$ cat src/rtl/cee_pkg.sv
package cee_pkg;
  localparam int unsigned CNT_W   = 32;
  localparam int unsigned CONST_W = 16;
  localparam int unsigned ACC_W   = 48;

  typedef enum logic [2:0] {
    ST_IDLE,
    ST_HIT,
    ST_MISS,
    ST_STAT,
    ST_FIN
  } cee_state_e;

  localparam logic [1:0] SZ_2K = 2'd0, SZ_4K = 2'd1, SZ_8K = 2'd2;
  localparam logic [1:0] WY_1 = 2'd0, WY_2 = 2'd1, WY_4 = 2'd2;
  localparam logic [1:0] LN_16 = 2'd0, LN_32 = 2'd1, LN_64 = 2'd2;

  localparam logic [CONST_W-1:0] EH_2K1 = 16'd3000;
  localparam logic [CONST_W-1:0] EH_4K1 = 16'd6000;
  localparam logic [CONST_W-1:0] EH_4K2 = 16'd8000;
  localparam logic [CONST_W-1:0] EH_8K1 = 16'd10000;
  localparam logic [CONST_W-1:0] EH_8K2 = 16'd14000;
  localparam logic [CONST_W-1:0] EH_8K4 = 16'd20000;

  localparam logic [CONST_W-1:0] EM_16 = 16'd15000;
  localparam logic [CONST_W-1:0] EM_32 = 16'd30000;
  localparam logic [CONST_W-1:0] EM_64 = 16'd60000;

  localparam logic [CONST_W-1:0] ES_2K = 16'd250;
  localparam logic [CONST_W-1:0] ES_4K = 16'd500;
  localparam logic [CONST_W-1:0] ES_8K = 16'd900;
endpackage

$ cat src/rtl/cee_tables.sv
module cee_tables
  import cee_pkg::*;
(
  input  logic [1:0]         size_i,
  input  logic [1:0]         ways_i,
  input  logic [1:0]         line_i,
  output logic [CONST_W-1:0] e_hit_o,
  output logic [CONST_W-1:0] e_miss_o,
  output logic [CONST_W-1:0] e_stat_o,
  output logic               illegal_o
);
  logic bad_hit, bad_miss, bad_stat;

  always_comb begin
    bad_hit = 1'b0;
    unique case ({size_i, ways_i})
      {SZ_8K, WY_4}: e_hit_o = EH_8K4;
      {SZ_8K, WY_2}: e_hit_o = EH_8K2;
      {SZ_8K, WY_1}: e_hit_o = EH_8K1;
      {SZ_4K, WY_2}: e_hit_o = EH_4K2;
      {SZ_4K, WY_1}: e_hit_o = EH_4K1;
      {SZ_2K, WY_1}: e_hit_o = EH_2K1;
      default: begin
        e_hit_o = '0;
        bad_hit = 1'b1;
      end
    endcase
  end

  always_comb begin
    bad_miss = 1'b0;
    unique case (line_i)
      LN_16:   e_miss_o = EM_16;
      LN_32:   e_miss_o = EM_32;
      LN_64:   e_miss_o = EM_64;
      default: begin
        e_miss_o = '0;
        bad_miss = 1'b1;
      end
    endcase
  end

  always_comb begin
    bad_stat = 1'b0;
    unique case (size_i)
      SZ_2K:   e_stat_o = ES_2K;
      SZ_4K:   e_stat_o = ES_4K;
      SZ_8K:   e_stat_o = ES_8K;
      default: begin
        e_stat_o = '0;
        bad_stat = 1'b1;
      end
    endcase
  end

  assign illegal_o = bad_hit | bad_miss | bad_stat;
endmodule

$ cat src/rtl/cee_seq.sv
module cee_seq
  import cee_pkg::*;
(
  input  logic       clk_i,
  input  logic       rst_ni,
  input  logic       start_i,
  output cee_state_e state_o,
  output logic       accept_o
);
  cee_state_e state_q, state_d;

  assign accept_o = start_i && (state_q == ST_IDLE);

  always_comb begin
    unique case (state_q)
      ST_IDLE: state_d = start_i ? ST_HIT : ST_IDLE;
      ST_HIT:  state_d = ST_MISS;
      ST_MISS: state_d = ST_STAT;
      ST_STAT: state_d = ST_FIN;
      ST_FIN:  state_d = ST_IDLE;
      default: state_d = ST_IDLE;
    endcase
  end

  always_ff @(posedge clk_i or negedge rst_ni) begin
    if (!rst_ni) state_q <= ST_IDLE;
    else         state_q <= state_d;
  end

  assign state_o = state_q;
endmodule

$ cat src/rtl/cee_mac.sv
module cee_mac
  import cee_pkg::*;
#(
  parameter int unsigned CNT_W  = 32,
  parameter int unsigned CST_W  = 16,
  parameter int unsigned ACC_W  = 48
) (
  input  logic             clk_i,
  input  logic             rst_ni,
  input  cee_state_e       state_i,
  input  logic             clear_i,
  input  logic [CNT_W-1:0] hits_i,
  input  logic [CNT_W-1:0] misses_i,
  input  logic [CNT_W-1:0] cycles_i,
  input  logic [CST_W-1:0] e_hit_i,
  input  logic [CST_W-1:0] e_miss_i,
  input  logic [CST_W-1:0] e_stat_i,
  output logic [ACC_W-1:0] acc_o
);
  localparam int unsigned PROD_W = CNT_W + CST_W;
  localparam logic [ACC_W-1:0] ACC_MAX = '1;

  logic [CNT_W-1:0] op_cnt;
  logic [CST_W-1:0] op_cst;
  logic             op_en;
  logic [PROD_W-1:0] prod;
  logic [ACC_W-1:0]  prod_fit;
  logic              prod_ovf;
  logic [ACC_W:0]    sum;
  logic [ACC_W-1:0]  acc_q;

  // single shared multiplier, operands steered by sequencer state
  always_comb begin
    op_en = 1'b1;
    unique case (state_i)
      ST_HIT:  begin op_cnt = hits_i;   op_cst = e_hit_i;  end
      ST_MISS: begin op_cnt = misses_i; op_cst = e_miss_i; end
      ST_STAT: begin op_cnt = cycles_i; op_cst = e_stat_i; end
      default: begin op_cnt = '0; op_cst = '0; op_en = 1'b0; end
    endcase
  end

  assign prod = PROD_W'(op_cnt) * PROD_W'(op_cst);

  generate
    if (PROD_W > ACC_W) begin : g_narrow
      assign prod_ovf = |prod[PROD_W-1:ACC_W];
      assign prod_fit = prod[ACC_W-1:0];
    end else begin : g_wide
      assign prod_ovf = 1'b0;
      assign prod_fit = ACC_W'(prod);
    end
  endgenerate

  assign sum = {1'b0, acc_q} + {1'b0, prod_fit};

  always_ff @(posedge clk_i or negedge rst_ni) begin
    if (!rst_ni) begin
      acc_q <= '0;
    end else if (clear_i) begin
      acc_q <= '0;
    end else if (op_en) begin
      acc_q <= (prod_ovf || sum[ACC_W]) ? ACC_MAX : sum[ACC_W-1:0];
    end
  end

  assign acc_o = acc_q;
endmodule

$ cat src/rtl/cache_energy_est.sv
module cache_energy_est
  import cee_pkg::*;
#(
  parameter int unsigned CNT_W = cee_pkg::CNT_W,
  parameter int unsigned ACC_W = cee_pkg::ACC_W
) (
  input  logic             clk_i,
  input  logic             rst_ni,
  input  logic             start_i,
  input  logic [CNT_W-1:0] hits_i,
  input  logic [CNT_W-1:0] misses_i,
  input  logic [CNT_W-1:0] cycles_i,
  input  logic [1:0]       size_sel_i,
  input  logic [1:0]       ways_sel_i,
  input  logic [1:0]       line_sel_i,
  output logic             done_o,
  output logic [ACC_W-1:0] energy_o
);
  localparam logic [ACC_W-1:0] ACC_MAX = '1;

  cee_state_e state_q;
  logic       accept;

  logic [CNT_W-1:0] hits_q, misses_q, cycles_q;
  logic [1:0]       size_q, ways_q, line_q;

  logic [CONST_W-1:0] e_hit, e_miss, e_stat;
  logic               cfg_illegal;
  logic [ACC_W-1:0]   acc;

  logic             done_q;
  logic [ACC_W-1:0] result_q;

  cee_seq u_seq (
    .clk_i    (clk_i),
    .rst_ni   (rst_ni),
    .start_i  (start_i),
    .state_o  (state_q),
    .accept_o (accept)
  );

  // capture operands so callers may move on after start
  always_ff @(posedge clk_i or negedge rst_ni) begin
    if (!rst_ni) begin
      hits_q   <= '0;
      misses_q <= '0;
      cycles_q <= '0;
      size_q   <= '0;
      ways_q   <= '0;
      line_q   <= '0;
    end else if (accept) begin
      hits_q   <= hits_i;
      misses_q <= misses_i;
      cycles_q <= cycles_i;
      size_q   <= size_sel_i;
      ways_q   <= ways_sel_i;
      line_q   <= line_sel_i;
    end
  end

  cee_tables u_tables (
    .size_i    (size_q),
    .ways_i    (ways_q),
    .line_i    (line_q),
    .e_hit_o   (e_hit),
    .e_miss_o  (e_miss),
    .e_stat_o  (e_stat),
    .illegal_o (cfg_illegal)
  );

  cee_mac #(
    .CNT_W (CNT_W),
    .CST_W (CONST_W),
    .ACC_W (ACC_W)
  ) u_mac (
    .clk_i    (clk_i),
    .rst_ni   (rst_ni),
    .state_i  (state_q),
    .clear_i  (accept),
    .hits_i   (hits_q),
    .misses_i (misses_q),
    .cycles_i (cycles_q),
    .e_hit_i  (e_hit),
    .e_miss_i (e_miss),
    .e_stat_i (e_stat),
    .acc_o    (acc)
  );

  always_ff @(posedge clk_i or negedge rst_ni) begin
    if (!rst_ni) begin
      done_q   <= 1'b0;
      result_q <= '0;
    end else if (state_q == ST_FIN) begin
      done_q   <= 1'b1;
      result_q <= cfg_illegal ? ACC_MAX : acc;
    end else begin
      done_q   <= 1'b0;
    end
  end

  assign done_o   = done_q;
  assign energy_o = result_q;
endmodule

$ cat config.mk
export PLATFORM = sky130hd
export DESIGN_NAME = cache_energy_est
export DESIGN_NICKNAME = d
export VERILOG_FILES = /design/src/rtl/cee_pkg.sv /design/src/rtl/cee_tables.sv /design/src/rtl/cee_seq.sv /design/src/rtl/cee_mac.sv /design/src/rtl/cache_energy_est.sv
export SDC_FILE = /design/constraint.sdc
export NUM_CORES = 2
export LEC_CHECK = 0
export BUFFER_PORTS_ARGS = -buffer_cell sky130_fd_sc_hd__clkbuf_2
export CAP_MARGIN = 20
export CORE_UTILIZATION = 45
export CTS_CLUSTER_DIAMETER = 100
export DETAILED_ROUTE_END_ITERATION = 7
export HOLD_SLACK_MARGIN = 0.06
export PLACE_DENSITY = 0.7
export SLEW_MARGIN = 10
export SYNTH_ARGS = -nofsm -noshare
export SYNTH_HDL_FRONTEND = slang
export SYNTH_SLANG_ARGS = --single-unit
$ cat constraint.sdc
create_clock -name clk_i -period 11.7 [get_ports clk_i]
set_input_delay 0.585 -clock clk_i [delete_from_list [all_inputs] [get_ports clk_i]]
set_output_delay 0.585 -clock clk_i [all_outputs]
set_load 0.005 [all_outputs]
==> After elaboration in Yosys (flattened, before gate mapping) <==
Index checks and enable logic that the tools add are counted.
{ "totals": {"regBits": 202, "input_bits": 105, "output_inout_bits": 49} }
{ "classes": {"add_sub_neg": 1, "multipliers": 1, "eq_ne": 13, "muxes": 16, "bitwise_logic": 2, "reduce_logical": 10} }
{ "ops": {"columns": ["operator", "count"], "rows": [
  ["$mux 48", 4],
  ["$pmux 16 s3", 2],
  ["$pmux 32 s3", 1],
  ["$pmux 15 s6", 1],
  ["$add 48x48->49", 1],
  ["$mul 32x16->48", 1],
  ["$pmux 10 s3", 1],
  ["$eq 4x4->1 const B", 3],
  ["$pmux 3 s4", 1],
  ["$reduce_or 3->1", 3],
  ["$eq 4x3->1 const B", 2],
  ["$eq 3x2->1 const B", 2],
  ["$mux 1", 6],
  ["$reduce_or 6->1", 1],
  ["$eq 2x1->1 const B", 2],
  ["$eq 2x2->1 const B", 2],
  ["$logic_not 2->1", 2],
  ["$logic_not 4->1", 1],
  ["$eq 3x1->1 const B", 1],
  ["$eq 3x3->1 const B", 1],
  ["$logic_not 3->1", 1],
  ["$or 1x1->1", 2],
  ["$reduce_bool 2->1", 1],
  ["$logic_and 1x1->1", 1]
]} }

==> Longest topological paths before layout <==
{ "logic_depth": {"depth_word": 8, "mapped_depth": 34, "mapped_depth_nobuf": 29} }

==> Cells and area by module <==
From an unflattened synthesis, not the netlist that was laid out.
{ "hier_totals": {"cells_unflattened": 3047, "hier_area_um2": 27390.0} }
{ "by_module_without_submodules": {"columns": ["mod", "instances", "cells_each", "area_each_um2", "seq_area_each_um2"], "rows": [
  ["cee_mac", 1, 2540, 20813.7, 1201.2],
  ["cache_energy_est", 1, 419, 5891.9, 3778.6],
  ["cee_tables", 1, 78, 565.5, 0.0],
  ["cee_seq", 1, 10, 118.9, 75.1]
]} }

==> Worst setup path after synthesis <==
No wires, ideal clock.
{ "synth_path": {"path_type": "register to register", "startpoint": "register u_seq.state_q[0], in the netlist u_seq.state_o[0]", "endpoint": "register u_mac.acc_q[47], in the netlist u_mac.acc_o[47]", "t_arrival_ns": 7.308, "slack_ns": 4.268, "path_stages_with_launch": 27, "path_buffers": 5, "period_less_slack_ns": 7.432, "path_cell_list": "dfrtp_1 > clkbuf_1 > nor2b_1 > clkbuf_1 > buf_1 > nand2_1 > a21oi_1 > nand2_1 > fa_1 > fa_1 > fa_1 > inv_1 > fa_1 > fa_1 > inv_1 > fa_1 > inv_1 > ha_1 > clkbuf_1 > o31ai_1 > or3_1 > or3b_4 > a21oi_2 > o211ai_2 > buf_6 > a21o_1 > a211o_1"} }
{ "synth_via": {"elab_chain_cells": 7} }
{ "synth_rtl": {"columns": ["element", "line_no", "source"], "rows": [
  ["from (decl)", "cee_seq.sv:10", "cee_state_e state_q, state_d;"],
  ["from (signal assigned)", "cee_seq.sv:27", "else state_q <= state_d;"],
  ["$eq 3x2->1 or $eq 3x1->1 (tied branches)", "cee_mac.sv:35", "unique case (state_i)"],
  ["$pmux 32 s3 or $pmux 16 s3 (tied branches)", "cee_mac.sv:35", null],
  ["$mul 32x16->48", "cee_mac.sv:43", "assign prod = PROD_W'(op_cnt) * PROD_W'(op_cst);"],
  ["$add 48x48->49", "cee_mac.sv:55", "assign sum = {1'b0, acc_q} + {1'b0, prod_fit};"],
  ["$mux 48", "cee_mac.sv:63", "acc_q <= (prod_ovf || sum[ACC_W]) ? ACC_MAX : sum[ACC_W-1:0];"],
  ["$mux 48", "cee_mac.sv:62", "end else if (op_en) begin"],
  ["$mux 48", "cee_mac.sv:60", "end else if (clear_i) begin"],
  ["to (signal assigned)", "cee_mac.sv:63", null],
  ["to (decl)", "cee_mac.sv:30", "logic [ACC_W-1:0] acc_q;"]
]} }
Parallel ways exist; a longest one is shown, timed or not. The select of a mux whose other input is x is not followed.
A chain may end at the register's enable or synchronous reset.

==> Final worst setup path <==
{ "layout_path": {"startpoint": "register u_seq.state_q[0], in the netlist u_seq.state_o[0]", "endpoint": "register u_mac.acc_q[23], in the netlist u_mac.acc_o[23]"} }
Same word-level chain as after synthesis.

==> impl_metrics.json <==
{
  "outcome": "completed",
  "portBuffers": 153,
  "cp-start-kind": "flip-flop",
  "yosysSeqAreaShare": 0.197,
  "path_common_cell": "fa_1",
  "rows": 87,
  "cp_slowest_stage_delay_ns": 0.96,
  "synth_cell_types": 65,
  "overflow": 0,
  "fmax_mhz": 107,
  "synth_seq_cells": 202,
  "setup_viol": 0,
  "fin_ws_ns": 2.36,
  "layout_common_cells": "inv_1 (561), fa_1 (434), nand2_1 (379), nor2_1 (217), dfrtp_1 (200)",
  "dpl.hpwl_um": 60000,
  "path_cells": "nor2b_2 > buf_4 > a22oi_1 > nor2_1 > nand2_1 > fa_1 > fa_1 > fa_1 > inv_1 > fa_1 > fa_1 > inv_1 > fa_1 > inv_1 > ha_1 > a21oi_1 > o21bai_1 > a221oi_1 > a21oi_2 > o211ai_4 > buf_4 > a21oi_1 > o21ai_0",
  "start_util": 0.456,
  "clk_path_buf_depth": 3,
  "wl_per_cell_um": 20.6,
  "synthesis.area_mm2": 0.0257,
  "reg2reg_from": "u_seq.state_o[0]",
  "antennaDiodeCount": 0,
  "synth_xor_area_frac": 0.0136,
  "vias": 19762,
  "synth_compound_area_frac": 0.0993,
  "clk-insertion-delay-late_ns": 0.53,
  "grt_setup_unrepaired": "false",
  "synthArstFlopShare": 1.00,
  "dieArea_mm2": 0.0581,
  "core_area_mm2": 0.0564,
  "worst-r2r-cell-count": 23,
  "synthMuxAreaShare": 0.0585,
  "hp-class": "in -> reg",
  "maxCapViolations": 0,
  "ant_nets": 0,
  "holdPathEnd": "line_q[1]",
  "cts-buffers-inserted": 24,
  "ioPinCount": 154,
  "drt_iter0_drc": 1676,
  "rrSetupSlack_ns": 2.36,
  "viasPerCell": 5.49,
  "die_y_um": 241,
  "cp-end-kind": "flip-flop",
  "period_needed_ns": 9.34,
  "grt_max_degree": 82,
  "drt_pass1_iterations": 7,
  "wl_um": 74200,
  "clk_pin_slew_worst_paths_ns": 0.06,
  "yosysWarningCount": 0,
  "chipWidth_um": 241,
  "grt_util_all_layers": 0.267,
  "critPathKind": "reg -> reg",
  "h-tree-depth": 1,
  "crit_fanout": 41,
  "cts_sinks": 202,
  "skew_ns": 0.00951,
  "synthSimpleGateAreaFrac": 0.117,
  "worstHoldPathCells": 3,
  "pre_cts_slack_ns": 2.34,
  "synth_edf_count": 0,
  "hold_start": "line_sel_i[1]",
  "nets": 3522,
  "cts_resized": 0,
  "ys.flop_type": "dfrtp_1",
  "final.fill_count": 5294,
  "path_buf_inv": 5,
  "critical-path-top-delay-family": "adder cells",
  "layout_commonest_cell": "inv_1",
  "synth_area_per_cell_um2": 9.36,
  "grt_antenna_before_repair": 0,
  "grt_pass1_vias": 21299,
  "tightest_slew_ns": 1.17,
  "crit_arrival_ns": 9.79,
  "final_layout_size_suffix_gt1_frac": 0.134,
  "clockRootBuffer": "clkbuf_16",
  "r2r_end": "u_mac.acc_o[23]",
  "min_period_over_period": 0.799,
  "synth_adder_area_share": 0.414,
  "area_delta_synth_final_pct": 9.58,
  "postSynthCellCount": 2745,
  "place.gp.congestion": 0.939,
  "critPathSlowestCell": "dfrtp_2",
  "synth_fp_nets": 3439,
  "maxSlewViolCount": 0,
  "synth_top_family_by_area": "adder cells",
  "relSlewSlack": 0.220,
  "drc": 0,
  "hold_viol": 0,
  "cts_tree": "yes",
  "cp.required_ns": 12.15,
  "grt_pass1_wl_um": 119000,
  "holdWs_ns": 0.280,
  "tns_ns": 0
}
-- per-layer routing --
metal  up-vias  wire length, µm  GRT usage
met5         -                0          0
met4         0             1910     0.0683
met3       131             6270     0.0506
met2       905            33400      0.423
met1     10022            32700      0.376
li1       8704                -          -
-- per-stage QoR --
| stage | cells | util | area (µm²) |
|---|---|---|---|
| 2_1_floorplan | 2745 | - | 25700 |
| 3_3_place_gp | 3548 | 0.482 | 27200 |
| 3_5_place_dp | 3549 | 0.482 | 27200 |
| 4_1_cts | 3593 | 0.497 | 28000 |
| 5_1_grt | 3601 | 0.499 | 28200 |
| 6_report | 3601 | 0.499 | 28200 |
-- final cells by class --
type | instances | area, µm² | area share
multi-input cells | 1854 | 18100 | 0.643
flip-flops and latches | 202 | 5060 | 0.180
inverters | 561 | 2110 | 0.0748
repair buffers | 185 | 1080 | 0.0385
well taps | 756 | 946 | 0.0336
clock buffers | 35 | 733 | 0.0260
clock inverters | 8 | 121 | 0.00431
-- synth_stat cells, types with 3 or more instances --
master,n,area share
clkbuf_1,104,0.015
mux2i_1,5,0.0019
and2_1,28,0.0068
a21boi_0,4,0.0012
xor2_1,19,0.0065
or3_1,6,0.0015
nor2_1,220,0.032
a21o_1,47,0.014
o21ai_1,4,0.00078
o211ai_1,6,0.0018
o22a_1,49,0.017
fa_1,434,0.34
inv_1,561,0.082
and3_1,7,0.0017
buf_2,6,0.0012
a31oi_1,6,0.0015
nand2b_1,10,0.0024
o21a_1,5,0.0015
nor2b_1,11,0.0027
buf_1,14,0.0020
o21ai_0,51,0.0099
a211oi_1,4,0.0012
o21bai_1,9,0.0026
ha_1,155,0.075
nand2_1,379,0.055
a221o_1,33,0.013
dfrtp_1,202,0.20
nand4_1,11,0.0027
nand3_1,15,0.0029
a22oi_1,3,0.00088
o31ai_1,4,0.0012
or2_2,9,0.0022
mux2_2,129,0.057
nor3_1,18,0.0035
a221oi_1,5,0.0017
xnor2_1,21,0.0072
a21oi_1,112,0.022
a211o_1,4,0.0014
-- how the worst max path moves through the flow --
stage                                start         endpoint  cells past startpoint
after floorplan           u_seq.state_o[0]  u_mac.acc_o[47]                     26
after global placement    u_seq.state_o[0]  u_mac.acc_o[23]                     23
after detailed placement  u_seq.state_o[0]  u_mac.acc_o[23]                     25
after CTS                 u_seq.state_o[0]  u_mac.acc_o[23]                     25
after global routing      u_seq.state_o[0]  u_mac.acc_o[23]                     24
final                     u_seq.state_o[0]  u_mac.acc_o[23]                     23
-- worst reg2reg max path, cell delays in order, from the launching register on --
cell and delay, ns:
dfrtp_2 0.96, nor2b_2 0.48, buf_4 0.34, a22oi_1 0.35
nor2_1 0.88, nand2_1 0.18, fa_1 0.56, fa_1 0.52
fa_1 0.52, inv_1 0.05, fa_1 0.52, fa_1 0.51
inv_1 0.06, fa_1 0.52, inv_1 0.06, ha_1 0.41
a21oi_1 0.26, o21bai_1 0.15, a221oi_1 0.58, a21oi_2 0.17
o211ai_4 0.62, buf_4 0.40, a21oi_1 0.06, o21ai_0 0.11
-- kinds of logic (layout without fill, tap and decap cells) --
group,Yosys count,after routing
compound gates,369,369
xor+xnor,40,40
fa+ha+maj,589,589
buf+inv,689,789
flops,202,202
mux,134,134
simple gates,722,722
-- state kept, by name (all words and copies together), names as in the netlist --
register       flops
cycles_q          32
u_seq.state_o      3
done_o             1
hits_q            32
ways_q             2
size_q             2
line_q             2
u_mac.acc_o       48
misses_q          32
energy_o          48
-- repair_timing --
item | 4_1_cts | 5_1_grt
buffers inserted | 0 | 0
endpoints found under the hold margin | 52 | 0
hold buffers | 1 | 0
Power is not shown: default switching activity piles up to over one toggle a cycle in this logic, so the estimate is an artifact.
